**src/rtl/nand_seq_pkg.sv**
```systemverilog
`timescale 1ns/1ps
package nand_seq_pkg;
  typedef enum logic [3:0] {
    OP_READ   = 4'd0,
    OP_CREAD  = 4'd1,
    OP_PROG   = 4'd2,
    OP_CPROG  = 4'd3,
    OP_ERASE  = 4'd4,
    OP_RNDOUT = 4'd5,
    OP_RNDIN  = 4'd6,
    OP_STATUS = 4'd7,
    OP_ID     = 4'd8,
    OP_RESET  = 4'd9
  } op_e;

  typedef enum logic [1:0] {CY_CMD, CY_ADDR, CY_WR, CY_RD} cyc_e;

  typedef struct packed {
    logic        start;
    cyc_e        kind;
    logic [15:0] value;
    logic        ceOn;
    logic        wpOn;
  } strobe_t;
endpackage

```
**src/rtl/nand_seq_dpath.sv**
```systemverilog
`timescale 1ns/1ps
module nand_seq_dpath
  import nand_seq_pkg::*;
#(
  parameter int WE_LO  = 2,
  parameter int WE_HI  = 2,
  parameter int RE_LO  = 3,
  parameter int RE_HI  = 2,
  parameter int RE_SMP = 2
) (
  input  logic        clk,
  input  logic        rstN,
  input  strobe_t     stb,
  input  logic [15:0] ioIn,
  output logic        cycDone,
  output logic        sampleValid,
  output logic [15:0] sampleData,
  output logic        cle,
  output logic        ale,
  output logic        ceN,
  output logic        weN,
  output logic        reN,
  output logic        wpN,
  output logic [15:0] ioOut,
  output logic        ioOe
);
  localparam int WTOT = WE_LO + WE_HI;
  localparam int RTOT = RE_LO + RE_HI;
  localparam int MAXT = (WTOT > RTOT) ? WTOT : RTOT;
  localparam int CW   = $clog2(MAXT + 1);

  logic          busy;
  cyc_e          kind;
  logic [15:0]   val;
  logic [CW-1:0] cnt;
  logic [CW-1:0] lastCnt;
  logic          isRd;

  assign isRd    = (kind == CY_RD);
  assign lastCnt = isRd ? CW'(RTOT - 1) : CW'(WTOT - 1);
  assign cycDone = busy && (cnt == lastCnt);

  always_ff @(posedge clk or negedge rstN) begin
    if (!rstN) begin
      busy        <= 1'b0;
      kind        <= CY_CMD;
      val         <= '0;
      cnt         <= '0;
      sampleValid <= 1'b0;
      sampleData  <= '0;
    end else begin
      sampleValid <= 1'b0;
      if (stb.start) begin
        busy <= 1'b1;
        cnt  <= '0;
        kind <= stb.kind;
        val  <= stb.value;
      end else if (busy) begin
        if (cnt == lastCnt) begin
          busy <= 1'b0;
          cnt  <= '0;
        end else begin
          cnt <= cnt + 1'b1;
        end
        if (isRd && cnt == CW'(RE_SMP - 1)) begin
          sampleValid <= 1'b1;
          sampleData  <= ioIn;
        end
      end
    end
  end

  assign cle   = busy && (kind == CY_CMD);
  assign ale   = busy && (kind == CY_ADDR);
  assign ioOut = val;
  assign ioOe  = busy && !isRd;
  assign weN   = !(busy && !isRd && cnt < CW'(WE_LO));
  assign reN   = !(busy && isRd && cnt < CW'(RE_LO));
  assign ceN   = !stb.ceOn;
  assign wpN   = stb.wpOn;

  // strobes never overlap, and the host never drives during a read
  assert_strobe_excl_R12: assert property (@(posedge clk) disable iff (!rstN)
    !(!weN && !reN));
  assert_no_drive_on_read_R12: assert property (@(posedge clk) disable iff (!rstN)
    !reN |-> !ioOe);
  assert_start_when_idle_R12: assert property (@(posedge clk) disable iff (!rstN)
    stb.start |-> !busy);
endmodule

```
**src/rtl/nand_seq_ctrl.sv**
```systemverilog
`timescale 1ns/1ps
module nand_seq_ctrl
  import nand_seq_pkg::*;
#(
  parameter int COLW  = 12,
  parameter int ROWW  = 16,
  parameter int LENW  = 8,
  parameter int SYNCN = 2
) (
  input  logic            clk,
  input  logic            rstN,
  input  logic            reqValid,
  output logic            reqReady,
  input  op_e             reqOp,
  input  logic [ROWW-1:0] reqRow,
  input  logic [COLW-1:0] reqCol,
  input  logic [LENW-1:0] reqLen,
  input  logic [15:0]     wrData,
  output logic            wrTake,
  output logic [15:0]     rdData,
  output logic            rdValid,
  output logic            done,
  output logic            fail,
  input  logic            rbN,
  output strobe_t         stb,
  input  logic            cycDone,
  input  logic            sampleValid,
  input  logic [15:0]     sampleData
);
  localparam int COLCYC = (COLW + 7) / 8;
  localparam int ROWCYC = (ROWW + 7) / 8;
  localparam int ACYC   = COLCYC + ROWCYC;
  localparam int AIW    = $clog2(ACYC + 1);
  localparam int CPB    = 8 * COLCYC;
  localparam int RPB    = 8 * ROWCYC;

  typedef enum logic [3:0] {
    S_IDLE, S_CMD1, S_ADDR, S_WDATA, S_CMD2, S_WLOW, S_WHIGH,
    S_STCMD, S_STRD, S_RDATA, S_FIN
  } st_e;

  st_e             state;
  op_e             opReg;
  logic [ROWW-1:0] rowReg;
  logic [COLW-1:0] colReg;
  logic [LENW-1:0] lenReg;
  logic [LENW-1:0] dCnt;
  logic [AIW-1:0]  aIdx, aEnd;
  logic            inFlight, cacheOn, failReg;
  logic [SYNCN-1:0] rbPipe;
  logic            rbOk, stepDone, progKind;
  logic [RPB+CPB-1:0] addrVec;
  logic [7:0]      addrByte;

  always_ff @(posedge clk or negedge rstN) begin
    if (!rstN) rbPipe <= '1;
    else       rbPipe <= {rbPipe[SYNCN-2:0], rbN};
  end
  assign rbOk = rbPipe[SYNCN-1];

  assign addrVec  = {RPB'(rowReg), CPB'(colReg)};
  assign addrByte = addrVec[{aIdx, 3'b000} +: 8];
  assign stepDone = inFlight && cycDone;
  assign progKind = (opReg == OP_PROG) || (opReg == OP_CPROG) ||
                    (opReg == OP_ERASE) || (opReg == OP_RNDIN);

  function automatic logic [7:0] firstCode(op_e op);
    case (op)
      OP_PROG, OP_CPROG: return 8'h80;
      OP_ERASE:          return 8'h60;
      OP_RNDOUT:         return 8'h05;
      OP_RNDIN:          return 8'h85;
      OP_STATUS:         return 8'h70;
      OP_ID:             return 8'h90;
      OP_RESET:          return 8'hFF;
      default:           return 8'h00;
    endcase
  endfunction

  function automatic logic [7:0] confirmCode(op_e op);
    case (op)
      OP_CREAD:  return 8'h31;
      OP_PROG:   return 8'h10;
      OP_CPROG:  return 8'h15;
      OP_ERASE:  return 8'hD0;
      OP_RNDOUT: return 8'hE0;
      default:   return 8'h30;
    endcase
  endfunction

  always_comb begin
    stb.start = 1'b0;
    stb.kind  = CY_CMD;
    stb.value = '0;
    case (state)
      S_CMD1:  begin stb.start = !inFlight; stb.value = {8'h00, firstCode(opReg)}; end
      S_CMD2:  begin stb.start = !inFlight; stb.value = {8'h00, confirmCode(opReg)}; end
      S_STCMD: begin stb.start = !inFlight; stb.value = 16'h0070; end
      S_ADDR:  begin stb.start = !inFlight; stb.kind = CY_ADDR; stb.value = {8'h00, addrByte}; end
      S_WDATA: begin stb.start = !inFlight; stb.kind = CY_WR; stb.value = wrData; end
      S_STRD, S_RDATA: begin stb.start = !inFlight; stb.kind = CY_RD; end
      default: ;
    endcase
    stb.ceOn = (state != S_IDLE) && (state != S_FIN);
    stb.wpOn = stb.ceOn && progKind;
  end

  assign wrTake   = stb.start && (state == S_WDATA);
  assign reqReady = (state == S_IDLE);
  assign rdData   = sampleData;
  assign rdValid  = sampleValid &&
                    ((state == S_RDATA) || (state == S_STRD && opReg == OP_STATUS));
  assign done     = (state == S_FIN);
  assign fail     = done && failReg;

  always_ff @(posedge clk or negedge rstN) begin
    if (!rstN) begin
      state <= S_IDLE; opReg <= OP_READ; rowReg <= '0; colReg <= '0;
      lenReg <= '0; dCnt <= '0; aIdx <= '0; aEnd <= '0;
      inFlight <= 1'b0; cacheOn <= 1'b0; failReg <= 1'b0;
    end else begin
      if (stb.start) inFlight <= 1'b1;
      else if (cycDone) inFlight <= 1'b0;
      if (state == S_STRD && sampleValid && opReg != OP_STATUS) failReg <= sampleData[0];
      case (state)
        S_IDLE: if (reqValid) begin
          opReg   <= reqOp;
          rowReg  <= reqRow;
          colReg  <= (reqOp == OP_ID) ? '0 : reqCol;
          lenReg  <= (reqOp == OP_ID) ? LENW'(4) : reqLen;
          dCnt    <= '0;
          failReg <= 1'b0;
          aIdx    <= (reqOp == OP_ERASE) ? AIW'(COLCYC) : '0;
          aEnd    <= (reqOp == OP_RNDOUT || reqOp == OP_RNDIN) ? AIW'(COLCYC - 1) :
                     (reqOp == OP_ID) ? '0 : AIW'(ACYC - 1);
          if ((reqOp == OP_RNDOUT && cacheOn) || 4'(reqOp) > 4'd9) begin
            state   <= S_FIN;
            failReg <= 1'b1;
          end else begin
            state <= S_CMD1;
            if (reqOp == OP_CREAD) cacheOn <= 1'b1;
            else if (reqOp != OP_RNDOUT && reqOp != OP_STATUS) cacheOn <= 1'b0;
          end
        end
        S_CMD1: if (stepDone) begin
          if (opReg == OP_RESET)       state <= S_WLOW;
          else if (opReg == OP_STATUS) state <= S_STRD;
          else                         state <= S_ADDR;
        end
        S_ADDR: if (stepDone) begin
          if (aIdx != aEnd) aIdx <= aIdx + 1'b1;
          else if (opReg == OP_ID) state <= S_RDATA;
          else if (opReg == OP_PROG || opReg == OP_CPROG || opReg == OP_RNDIN) begin
            if (lenReg != '0)          state <= S_WDATA;
            else if (opReg == OP_RNDIN) state <= S_FIN;
            else                       state <= S_CMD2;
          end else state <= S_CMD2;
        end
        S_WDATA: if (stepDone) begin
          if (dCnt != lenReg - 1'b1) dCnt <= dCnt + 1'b1;
          else begin
            dCnt  <= '0;
            state <= (opReg == OP_RNDIN) ? S_FIN : S_CMD2;
          end
        end
        S_CMD2: if (stepDone) begin
          if (opReg == OP_RNDOUT) state <= (lenReg == '0) ? S_FIN : S_RDATA;
          else                    state <= S_WLOW;
        end
        S_WLOW:  if (!rbOk) state <= S_WHIGH;
        S_WHIGH: if (rbOk) begin
          if (opReg == OP_READ || opReg == OP_CREAD) state <= (lenReg == '0) ? S_FIN : S_RDATA;
          else if (opReg == OP_RESET)                state <= S_FIN;
          else                                       state <= S_STCMD;
        end
        S_STCMD: if (stepDone) state <= S_STRD;
        S_STRD:  if (stepDone) state <= S_FIN;
        S_RDATA: if (stepDone) begin
          if (dCnt != lenReg - 1'b1) dCnt <= dCnt + 1'b1;
          else state <= S_FIN;
        end
        default: state <= S_IDLE;
      endcase
    end
  end

  // a failure is only reported by status-polled or refused operations
  assert_fail_source_R8: assert property (@(posedge clk) disable iff (!rstN)
    fail |-> (opReg == OP_PROG || opReg == OP_CPROG || opReg == OP_ERASE ||
              opReg == OP_RNDOUT || 4'(opReg) > 4'd9));
  // words are only handed out while an operation is in progress
  assert_rd_busy_R2: assert property (@(posedge clk) disable iff (!rstN)
    rdValid |-> !reqReady);
  // reset completes only with the ready line high
  assert_reset_ready_R11: assert property (@(posedge clk) disable iff (!rstN)
    (done && opReg == OP_RESET) |-> rbN);
endmodule

```
**src/rtl/nand_cmd_seq.sv**
```systemverilog
`timescale 1ns/1ps
module nand_cmd_seq
  import nand_seq_pkg::*;
#(
  parameter int COLW   = 12,
  parameter int ROWW   = 16,
  parameter int LENW   = 8,
  parameter int WE_LO  = 2,
  parameter int WE_HI  = 2,
  parameter int RE_LO  = 3,
  parameter int RE_HI  = 2,
  parameter int RE_SMP = 2
) (
  input  logic            clk,
  input  logic            rstN,
  input  logic            reqValid,
  output logic            reqReady,
  input  logic [3:0]      reqOp,
  input  logic [ROWW-1:0] reqRow,
  input  logic [COLW-1:0] reqCol,
  input  logic [LENW-1:0] reqLen,
  input  logic [15:0]     wrData,
  output logic            wrTake,
  output logic [15:0]     rdData,
  output logic            rdValid,
  output logic            done,
  output logic            fail,
  output logic            cle,
  output logic            ale,
  output logic            ceN,
  output logic            weN,
  output logic            reN,
  output logic            wpN,
  output logic [15:0]     ioOut,
  output logic            ioOe,
  input  logic [15:0]     ioIn,
  input  logic            rbN
);
  strobe_t     stb;
  logic        cycDone, sampleValid;
  logic [15:0] sampleData;

  nand_seq_ctrl #(.COLW(COLW), .ROWW(ROWW), .LENW(LENW), .SYNCN(2)) uCtrl (
    .clk(clk), .rstN(rstN), .reqValid(reqValid), .reqReady(reqReady),
    .reqOp(op_e'(reqOp)), .reqRow(reqRow), .reqCol(reqCol), .reqLen(reqLen),
    .wrData(wrData), .wrTake(wrTake), .rdData(rdData), .rdValid(rdValid),
    .done(done), .fail(fail), .rbN(rbN), .stb(stb), .cycDone(cycDone),
    .sampleValid(sampleValid), .sampleData(sampleData)
  );

  nand_seq_dpath #(.WE_LO(WE_LO), .WE_HI(WE_HI), .RE_LO(RE_LO), .RE_HI(RE_HI),
                   .RE_SMP(RE_SMP)) uDpath (
    .clk(clk), .rstN(rstN), .stb(stb), .ioIn(ioIn), .cycDone(cycDone),
    .sampleValid(sampleValid), .sampleData(sampleData), .cle(cle), .ale(ale),
    .ceN(ceN), .weN(weN), .reN(reN), .wpN(wpN), .ioOut(ioOut), .ioOe(ioOe)
  );

  // program and erase confirm codes are only written with protection lifted
  assert_wp_on_confirm_R13: assert property (@(posedge clk) disable iff (!rstN)
    (!weN && cle && (ioOut[7:0] == 8'h10 || ioOut[7:0] == 8'h15 || ioOut[7:0] == 8'hD0))
      |-> wpN);
endmodule

```
**config.mk**
```make
export PLATFORM = sky130hd
export DESIGN_NAME = nand_cmd_seq
export DESIGN_NICKNAME = d
export VERILOG_FILES = /design/src/rtl/nand_seq_pkg.sv /design/src/rtl/nand_seq_dpath.sv /design/src/rtl/nand_seq_ctrl.sv /design/src/rtl/nand_cmd_seq.sv
export SDC_FILE = /design/constraint.sdc
export NUM_CORES = 1
export LEC_CHECK = 0
export BUFFER_PORTS_ARGS = -buffer_cell sky130_fd_sc_hd__buf_2
export CORE_ASPECT_RATIO = 0.8
export CORE_MARGIN = 2
export CORE_UTILIZATION = 55
export DETAILED_ROUTE_END_ITERATION = 7
export MAX_ROUTING_LAYER = met4
export PLACE_DENSITY = 0.81
export SYNTH_ARGS = -nofsm -noshare
export SYNTH_HDL_FRONTEND = slang
export SYNTH_SLANG_ARGS = --single-unit
export TNS_END_PERCENT = 100
```
**constraint.sdc**
```tcl
create_clock -name clk -period 2.63 [get_ports clk]
set_input_delay 0.263 -clock clk [delete_from_list [all_inputs] [get_ports clk]]
set_output_delay 0.263 -clock clk [all_outputs]
set_load 0.01 [all_outputs]
```
==> out/results.ini, run 1 <==
[logic_synthesis]
synthTopCellsByArea = dfrtp_1 45%, nand2_1 6.5%, a22o_1 4.1%
syn_nets = 666
synth-edff-count = 0
ys_seq_elements = 101
ys_seq_area_share_pct = 45.6
syn-cell-area_sq_mm = 0.00554
synthCells = 580
yosysTopAreaCellShare_pct = 44.7
ys_warn_count = 0
synthArstFlopShare_pct = 100
syn_area_per_cell_sq_um = 9.56
synth_cell_types = 68
yosysTopAreaCell = dfrtp_1
ys.flop_type = dfrtp_1

[timing]
fin_tns_setup_ns = 0
post-route-period-util_pct = 95.6
holdWs_ns = 0.0247
relSlewSlack_pct = 62.4
rsz0062_at_grt = false
timing_hold_violations_final = 0
fmax_ghz = 0.398
setup_viol = 0
period_minus_slack_ns = 2.51
skew_ns = 0.00818
slew_violations = 0
worstMarginPinSlew_ns = 0.562

[finish]
fillers = 771
fin_nets = 782
layout_common_cells = 118 x buf_2, 98 x dfrtp_1, 96 x nand2_1, 39 x o21ai_0, 35 x nor2_1
area_growth_pct = 19.5
layout_commonest_cell = buf_2
final_area_sq_mm = 0.00662
drive_above_1_share_pct = 27.0
n_antenna_cell = 0

[drt]
drtIter0Drc = 411
drtPass1Iterations = 7
route.detailed.drc = 0
drt-total-wl_mm = 14.1
vias = 4983
ant_nets = 0
vias_per_cell = 5.96
wl_per_cell_um = 16.9

[placed_design]
postPlaceCellArea_sq_mm = 0.00633
dp_hpwl_mm = 10.4
io_buffer_count = 119
gp_congestion = 0.930

[grt]
grt_usage_pct = 28.0
grt_pass1_vias = 4703
antenna_found_initial = 0
grt_pass1_wl_mm = 23.2
grt_max_degree = 67
overflow = 0

[die]
core_area_sq_mm = 0.00973
die_y_um = 93.8
io_pins = 120
die_w_um = 116
rows = 32
fp.dieArea_sq_mm = 0.0109
start_util_pct = 57.0

[min_path]
whs_path_depth = 1
hp-class = input pin to register
holdPathEnd = uCtrl.rbPipe[0]
min_from = rbN

[job]
maxCapViolations = 0

[clock_tree]
clk_pin_slew_ns = 0.06
cts_root_buf = clkbuf_16
cts_setup_buffers = 0
clockBufferDepth = 2
clkSinkCount = 101
clkLatencyLatePin_ns = 0.34
htree_levels = 3
cts_tree = done
cts_buffers = 9

[critical_path]
r2r-end = uCtrl.dCnt[6]
crit-reg2reg-launch = uCtrl.state[0]
critPathKind = register to output port
regToRegSetupSlack_ns = 0.21
arrival_ns = 2.25
cp_max_fo = 13
crit_path_end_kind = output port
r2r_cells = 6
cp.required_ns = 2.37
crit_path_start_kind = register

[power]
ir_drop_mv = 0.695
power.density_mw_per_mm2 = 1170
p_leak_nw = 3.14

[run_status]
status = completed

-- report_power, final --
part           total, mW  internal (mW)  switching (mW)
Clock               1.24          0.668           0.573
Sequential          2.85           2.20           0.650
Combinational       3.63           1.62            2.01
-- final cells by class --
type	count	area, sq um	share of cell area, %
Tap cell	136	170	2.57
Clock buffer	11	243	3.66
Timing Repair Buffer	144	801	12.1
Clock inverter	4	30.0	0.453
Sequential cell	101	2530	38.2
Inverter	17	63.8	0.963
Multi-Input combinational cell	423	2790	42.0
-- metrics by stage --
step / setup WS (ns) / utilization, % / std cells / total power, mW
after CTS: 0.0306 / 68.0 / 836 / 7.68
final: 0.116 / 68.1 / 836 / 7.72
after floorplan: 0.344 / - / 580 / 5.22
after global placement: 0.302 / 65.1 / 820 / 6.26
after global routing: 0.0574 / 68.1 / 836 / 8.29
after detailed placement: 0.215 / 65.1 / 820 / 6.40
-- metal layers --
layer | GRT usage [%] | vias up | wire [um]
met4 | 7.34 | 0 | 198
met3 | 4.32 | 27 | 875
li1 | - | 2332 | -
met2 | 40.9 | 212 | 6410
met5 | - | - | 0
met1 | 41.1 | 2412 | 6640
-- worst max path at each step --
stage	from	slack, ns	cells past startpoint	end
after floorplan	uCtrl.lenReg[0]	0.34	7	uCtrl.state[0]
after global placement	uCtrl.lenReg[0]	0.30	7	uCtrl.state[0]
after detailed placement	uCtrl.lenReg[0]	0.21	7	uCtrl.state[2]
after CTS	uCtrl.state[1]	0.03	6	wpN
after global routing	uCtrl.lenReg[0]	0.06	8	uCtrl.dCnt[2]
final	uCtrl.state[1]	0.12	6	wpN
-- cell families (layout without fill, tap and decap cells) --
group	count (synthesis)	count (layout)	synth area share [%]
and+or+nand+nor	221	221	20.1
DFF	101	101	45.6
adders and majority gates	10	10	2.26
xor gates and xnor gates	12	12	1.90
buffers and inverters	56	176	4.29
muxes	32	32	7.13
AOI/OAI and AO/OA	148	148	18.7
-- worst max-delay path: stages, from the launching register on --
cell,delay (ns)
dfrtp_2,0.51
buf_4,0.22
inv_1,0.18
nor4_1,0.11
or2_2,0.35
a211oi_1,0.34
buf_2,0.20
-- state kept, by name, summed over array words and instances (netlist names), 2 cells and up --
signal and count:
uCtrl.aEnd 2, uCtrl.aIdx 3, uCtrl.colReg 12, uCtrl.dCnt 8, uCtrl.lenReg 8, uCtrl.opReg 4
uCtrl.rbPipe 2, uCtrl.rowReg 16, uCtrl.state 4, uDpath.cnt 3, uDpath.ioOut 16, uDpath.kind 2
uDpath.sampleData 16
-- synthesized netlist by cell type, types with 5 or more instances --
cell type   n
clkbuf_1   28
a22oi_1     5
a21oi_1    21
o21ai_0    39
xnor2_1     7
a211oi_1    5
nor3_1     16
mux2_2     11
nand3_1    12
and3_1      7
nor2b_1     8
nor2_1     36
xor2_1      5
ha_1       10
mux2_1      9
nand2b_1    9
buf_2       7
mux2i_1     8
a22o_1     26
dfrtp_1    99
nand2_1    96
inv_1      17
a31oi_1     6
-- repair_timing --
item | 4_1_cts | 5_1_grt
endpoints found under the hold margin | 33 | 0
gates resized for setup | 0 | 3
endpoints found under the setup margin | 0 | 4
hold buffers | 1 | 0
Power figures use the tool's default switching activity.
==> run 2: changes to the inputs <==
--- a/config.mk
+++ b/config.mk
@@ -15,4 +15,4 @@
 export SYNTH_ARGS = -nofsm -noshare
 export SYNTH_HDL_FRONTEND = slang
 export SYNTH_SLANG_ARGS = --single-unit
-export TNS_END_PERCENT = 100
+export TNS_END_PERCENT = 10
==> constraint.sdc (replaced) <==
create_clock -name clk -period 2.4 [get_ports clk]
set_input_delay 0.24 -clock clk [delete_from_list [all_inputs] [get_ports clk]]
set_output_delay 0.24 -clock clk [all_outputs]
set_load 0.01 [all_outputs]
==> run 2 against run 1 <==
Against the previous run: global-route usage grew 0.98 points; first-iteration DRC count down 6.6%; via count increased by 2.7%; critical path depth did not move; flip-flop and latch count stayed put; total power up 16%; die area is the same; sequential share of layout area fell by 1.3 points; clock-buffer cell count is 1 lower.
==> out/results.ini, run 2 (synthesis results as in run 1) <==
[critical_path]
cpLargestDelayFamily = simple AND/OR/NAND/NOR gates
crit_slowest_cell = dfrtp_1
crit_path_start_kind = register
cp_max_fo = 6  ; -7
crit_buf_inv = 0  ; -3
regToRegSetupSlack_ns = 0.04  ; -0.17 ns
cp.required_ns = 2.63  ; +0.26 ns
arrival_ns = 2.60  ; +0.35 ns
cp.depth = 6  ; unchanged
r2r_cells = 6  ; unchanged
crit-reg2reg-launch = uCtrl.dCnt[3]
critPathMaxStageDelay_ns = 0.47  ; -0.04 ns
r2r-end = uCtrl.state[2]
crit_path_end_kind = register
crit_start = uCtrl.dCnt[3]
critPathKind = register to register
cp_cell_sequence = xnor2_2 > xnor2_1 > nor4_2 > nand4_1 > a211oi_4 > mux2_2

[clock_tree]
htree_levels = 3  ; unchanged
cts_tree = done
clkLatencyLatePin_ns = 0.35  ; about the same
clk_pin_slew_ns = 0.08  ; +0.02 ns
cts_root_buf = clkbuf_16
clkSinkCount = 101  ; unchanged
cts_buffers = 9  ; unchanged
clockBufferDepth = 2  ; unchanged

[die]
die_y_um = 93.8  ; unchanged
start_util_pct = 57.0  ; unchanged
die_w_um = 116  ; unchanged
fp.dieArea_sq_mm = 0.0109  ; unchanged
core_area_sq_mm = 0.00973  ; unchanged
io_pins = 120  ; unchanged
rows = 32  ; unchanged

[finish]
layout_commonest_cell = buf_2
n_antenna_cell = 0  ; unchanged
fillers = 760  ; -1.4%
drive_above_1_share_pct = 29.6  ; +2.6 points
multi_input_area_sq_mm = 0.00281  ; +0.76%
fin_nets = 803  ; +2.7%
stdcell_count = 858  ; +2.6%
area_growth_pct = 23.7
postLayoutCoreUtil_pct = 70.4  ; +2.4 points
seq_area_sq_mm = 0.00253  ; about the same
layout_common_cells = 118 x buf_2, 97 x dfrtp_1, 96 x nand2_1, 43 x buf_4, 39 x o21ai_0
final_area_sq_mm = 0.00685  ; +3.5%

[timing]
holdWs_ns = 0.0715  ; +0.0469 ns
rsz0062_at_grt = true
period_minus_slack_ns = 2.36
worstMarginPinSlew_ns = 0.599  ; +0.0376 ns
skew_ns = 0.00920  ; +0.00102 ns
fin_ws_ns = 0.0355  ; -0.0809 ns
slew_violations = 0  ; unchanged
timing_hold_violations_final = 0  ; unchanged
fmax_ghz = 0.423
post-route-period-util_pct = 98.5
relSlewSlack_pct = 59.9  ; -2.5 points
setup_viol = 0  ; unchanged

[job]
maxCapViolations = 0  ; unchanged

[placed_design]
dp_hpwl_mm = 10.9  ; +5.2%
gp_congestion = 0.986  ; +6.1%
io_buffer_count = 119  ; unchanged
pre_cts_ws_ns = -0.0441  ; -0.259 ns
postPlaceCellArea_sq_mm = 0.00646  ; +2.1%
dp.cells = 836  ; +2.0%

[drt]
wl_per_cell_um = 17.3  ; +2.4%
ant_nets = 0  ; unchanged
drtIter0Drc = 384  ; -6.6%
route.detailed.drc = 0  ; unchanged
drt-total-wl_mm = 14.8  ; +5.1%
vias = 5117  ; +2.7%
vias_per_cell = 5.96  ; about the same
drtPass1Iterations = 5  ; -2

[grt]
grt_pass1_vias = 4889  ; +4.0%
antenna_found_initial = 0  ; unchanged
overflow = 0  ; unchanged
grt_max_degree = 41  ; -39%
grt_usage_pct = 29.0  ; +0.98 points
grt_pass1_wl_mm = 23.8  ; +2.8%

[min_path]
whs_path_depth = 3  ; +2
hp-class = input pin to register
holdPathEnd = uCtrl.rowReg[9]
min_from = reqRow[9]

[power]
ir_drop_mv = 0.625  ; -10%
power.density_mw_per_mm2 = 1300  ; +12%
p_leak_nw = 3.28  ; +4.3%

[run_status]
status = completed

-- run 2: per-layer routing --
layer  wire length [um]  share of wire (%)  GRT usage [%]
met5                  0                  0              -
met4                282                1.9           8.43
met3               1070                7.2           6.45
met2               6810                 46           45.0
met1               6670                 45           38.6
-- run 2: per-stage QoR --
| stage | total power [mW] | setup TNS (ns) |
|---|---|---|
| finish | 8.94 | 0 |
| global route | 9.53 | -0.260 |
| CTS | 8.80 | 0 |
| detailed placement | 7.22 | -0.113 |
| global placement | 7.04 | 0 |
| floorplan | 5.73 | 0 |
-- run 2: worst max path at each step --
| stage | endpoint | slack (ns) |
|---|---|---|
| after floorplan | uCtrl.state[0] | 0.11 |
| after global placement | uCtrl.state[0] | 0.05 |
| after detailed placement | uCtrl.state[2] | -0.04 |
| after CTS | uCtrl.state[2] | 0.03 |
| after global routing | uCtrl.state[2] | -0.09 |
| final | uCtrl.state[2] | 0.04 |
-- run 2: where the power goes --
group          internal [mW]  switching, mW
logic                   1.98           2.39
clock network          0.834          0.679
registers               2.41          0.645
-- run 2: repair_timing --
action	CTS	global route
pin swaps	1	5
endpoints found under the hold margin	37	0
setup buffers	1	3
endpoints found under the setup margin	3	9
hold buffers	2	0
gates resized for setup	1	6
-- run 2: layout make-up --
type / count / share of cell area, %
Multi-Input combinational cell: 423 / 40.9
Sequential cell: 101 / 36.9
Timing Repair Buffer: 165 / 14.2
Clock buffer: 10 / 3.34
Tap cell: 136 / 2.48
Clock inverter: 6 / 1.15
Inverter: 17 / 0.931
-- run 2: worst register-to-register path: stages (launching register included) --
cell and delay, ns:
dfrtp_1 0.47, xnor2_2 0.25, xnor2_1 0.12, nor4_2 0.38, nand4_1 0.26, a211oi_4 0.39
mux2_2 0.39
==> run 3: changes to the inputs <==
--- a/config.mk
+++ b/config.mk
@@ -12,6 +12,7 @@
 export DETAILED_ROUTE_END_ITERATION = 7
 export MAX_ROUTING_LAYER = met4
 export PLACE_DENSITY = 0.81
+export REMOVE_ABC_BUFFERS = 1
 export SYNTH_ARGS = -nofsm -noshare
 export SYNTH_HDL_FRONTEND = slang
 export SYNTH_SLANG_ARGS = --single-unit
==> run 3 against run 2 <==
Against the previous run: sequential share of layout area is 0.070 points higher; total power up 0.38%; core utilization decreased by 0.064 points; critical path depth is the same; final cell count decreased by 0.35%; wire length shrank 0.44%; clock-buffer cell count is 1 higher; first-iteration DRC count is 2.3% higher; die area is the same; via count shrank 1.3%; global-route usage shrank 0.088 points; largest cell class unchanged; highest routed layer unchanged.
==> out/results.ini, run 3 (synthesis results as in run 1) <==
[clock_tree]
clockBufferDepth = 2  ; unchanged
htree_levels = 3  ; unchanged
cts_buffers = 9  ; unchanged
clkSinkCount = 101  ; unchanged
clk_pin_slew_ns = 0.06  ; -0.02 ns
clkLatencyLatePin_ns = 0.35  ; about the same
cts_tree = done
cts_root_buf = clkbuf_16

[grt]
grt_pass1_vias = 4939  ; +1.0%
grt_max_degree = 43  ; +4.9%
grt_pass1_wl_mm = 23.8  ; about the same
grt_usage_pct = 28.9  ; -0.088 points
antenna_found_initial = 0  ; unchanged
overflow = 0  ; unchanged

[drt]
route.detailed.drc = 0  ; unchanged
drt-met1-wl_mm = 6.75  ; +1.2%
drt-total-wl_mm = 14.8  ; -0.44%
top_layer_used = met4
vias = 5050  ; -1.3%
drtPass1Iterations = 5  ; unchanged
drtIter0Drc = 393  ; +2.3%
ant_nets = 0  ; unchanged
vias_per_cell = 5.91  ; -0.96%
wl_met3_mm = 1.00  ; -6.4%
wl_per_cell_um = 17.3  ; about the same
wl_met2_mm = 6.84  ; +0.31%

[placed_design]
dp_hpwl_mm = 11.0  ; +0.63%
gp_congestion = 0.922  ; -6.5%
dp.cells = 835  ; -0.12%
io_buffer_count = 119  ; unchanged

[min_path]
whs_path_depth = 3  ; unchanged
hp-class = input pin to register

[die]
io_pins = 120  ; unchanged
rows = 32  ; unchanged
die_w_um = 116  ; unchanged
core_area_sq_mm = 0.00973  ; unchanged
fp.dieArea_sq_mm = 0.0109  ; unchanged
die_y_um = 93.8  ; unchanged
start_util_pct = 57.0  ; unchanged

[timing]
timing_hold_violations_final = 0  ; unchanged
fmax_ghz = 0.417  ; -1.4%
fin_tns_setup_ns = 0  ; unchanged
relSlewSlack_pct = 57.1  ; -2.8 points
skew_ns = 0.00704  ; -0.00216 ns
setup_viol = 0  ; unchanged
period_minus_slack_ns = 2.40  ; +0.0346 ns
worstMarginPinSlew_ns = 0.641  ; +0.0415 ns
post-route-period-util_pct = 100  ; +1.4 points
rsz0062_at_grt = true
slew_violations = 0  ; unchanged

[finish]
fin_nets = 800  ; -0.37%
drive_above_1_share_pct = 29.3  ; -0.29 points
layout_commonest_cell = buf_2
stdcell_count = 855  ; -0.35%
area_growth_pct = 23.5  ; about the same
n_antenna_cell = 0  ; unchanged
layout_common_cells = 118 x buf_2, 96 x nand2_1, 95 x dfrtp_1, 41 x buf_4, 38 x o21ai_0

[critical_path]
arrival_ns = 2.16  ; -0.44 ns
cp_max_fo = 10  ; +4
cp.required_ns = 2.16  ; -0.47 ns
critPathKind = register to output port
crit_path_start_kind = register
crit_path_end_kind = output port
critPathMaxStageDelay_ns = 0.44  ; -0.03 ns
r2r_cells = 7  ; +1
cp_cell_sequence = buf_4 > inv_1 > nor4_1 > or2_2 > a211oi_1 > buf_2
crit_slowest_cell = dfrtp_1

[power]
p_leak_nw = 3.26  ; -0.64%
power.density_mw_per_mm2 = 1310  ; +0.48%
ir_drop_mv = 0.618  ; -1.2%

[run_status]
status = completed

[job]
maxCapViolations = 0  ; unchanged

run 3: through the flow:
stage          setup WS, ns  instance area [sq um]  utilization, %  hold WS (ns)  total power, mW
2_1_floorplan        -0.434                   5370               -       -0.0556             5.58
3_3_place_gp          0.111                   6440            66.2         0.253             7.01
6_report           0.000942                   6850            70.4        0.0818             8.97
3_5_place_dp        -0.0290                   6440            66.2         0.262             7.17
4_1_cts              0.0438                   6810            70.0        0.0749             8.90
5_1_grt             -0.0368                   6850            70.4        0.0727             9.59
run 3: final timing paths:
path                                 startpoint          endpoint  slack (ns)
worst max-delay path             uCtrl.state[1]               wpN      0.0009
worst min-delay path                  reqRow[8]   uCtrl.rowReg[8]        0.08
worst max register to register  uCtrl.lenReg[0]    uCtrl.state[1]        0.12
worst min register to register  uCtrl.rbPipe[0]   uCtrl.rbPipe[1]        0.36
max in group asynchronous                  rstN  uCtrl.colReg[10]        1.27
min in group asynchronous                  rstN     uDpath.cnt[2]        0.43
run 3: timing repair:
| item | 4_1_cts | 5_1_grt |
|---|---|---|
| setup endpoints to repair | 3 | 29 |
| buffers inserted | 1 | 1 |
| resized for setup | 0 | 9 |
| endpoints found under the hold margin | 40 | 0 |
| pin swaps | 2 | 5 |
| hold buffers | 2 | 0 |
run 3: per-layer routing:
metal / vias to the layer above / track usage [%]
li1: 2363 / -
met1: 2436 / 39.6
met2: 230 / 44.5
met3: 21 / 5.61
met4: 0 / 7.74
met5: - / -
run 3: layout make-up:
class                      count  area, sq um
clock buffer                  11          233
clock inverter                 5          109
fill                         751         2880
inverter                      17         63.8
multi-input combinational    423         2800
sequential                   101         2530
tap                          136          170
timing repair buffer         162          938
run 3: report_power, final:
part | internal, mW | switching, mW
registers | 2.42 | 0.666
clock network | 1.03 | 0.629
logic | 1.92 | 2.31
total | 5.37 | 3.60
run 3: worst max-delay path: cells and delay by family (launching register included):
| kind | cells | cell delay [ns] |
|---|---|---|
| buffers and inverters | 3 | 0.60 |
| and+or+nand+nor | 2 | 0.48 |
| DFF | 1 | 0.44 |
| AOI/OAI and AO/OA | 1 | 0.29 |
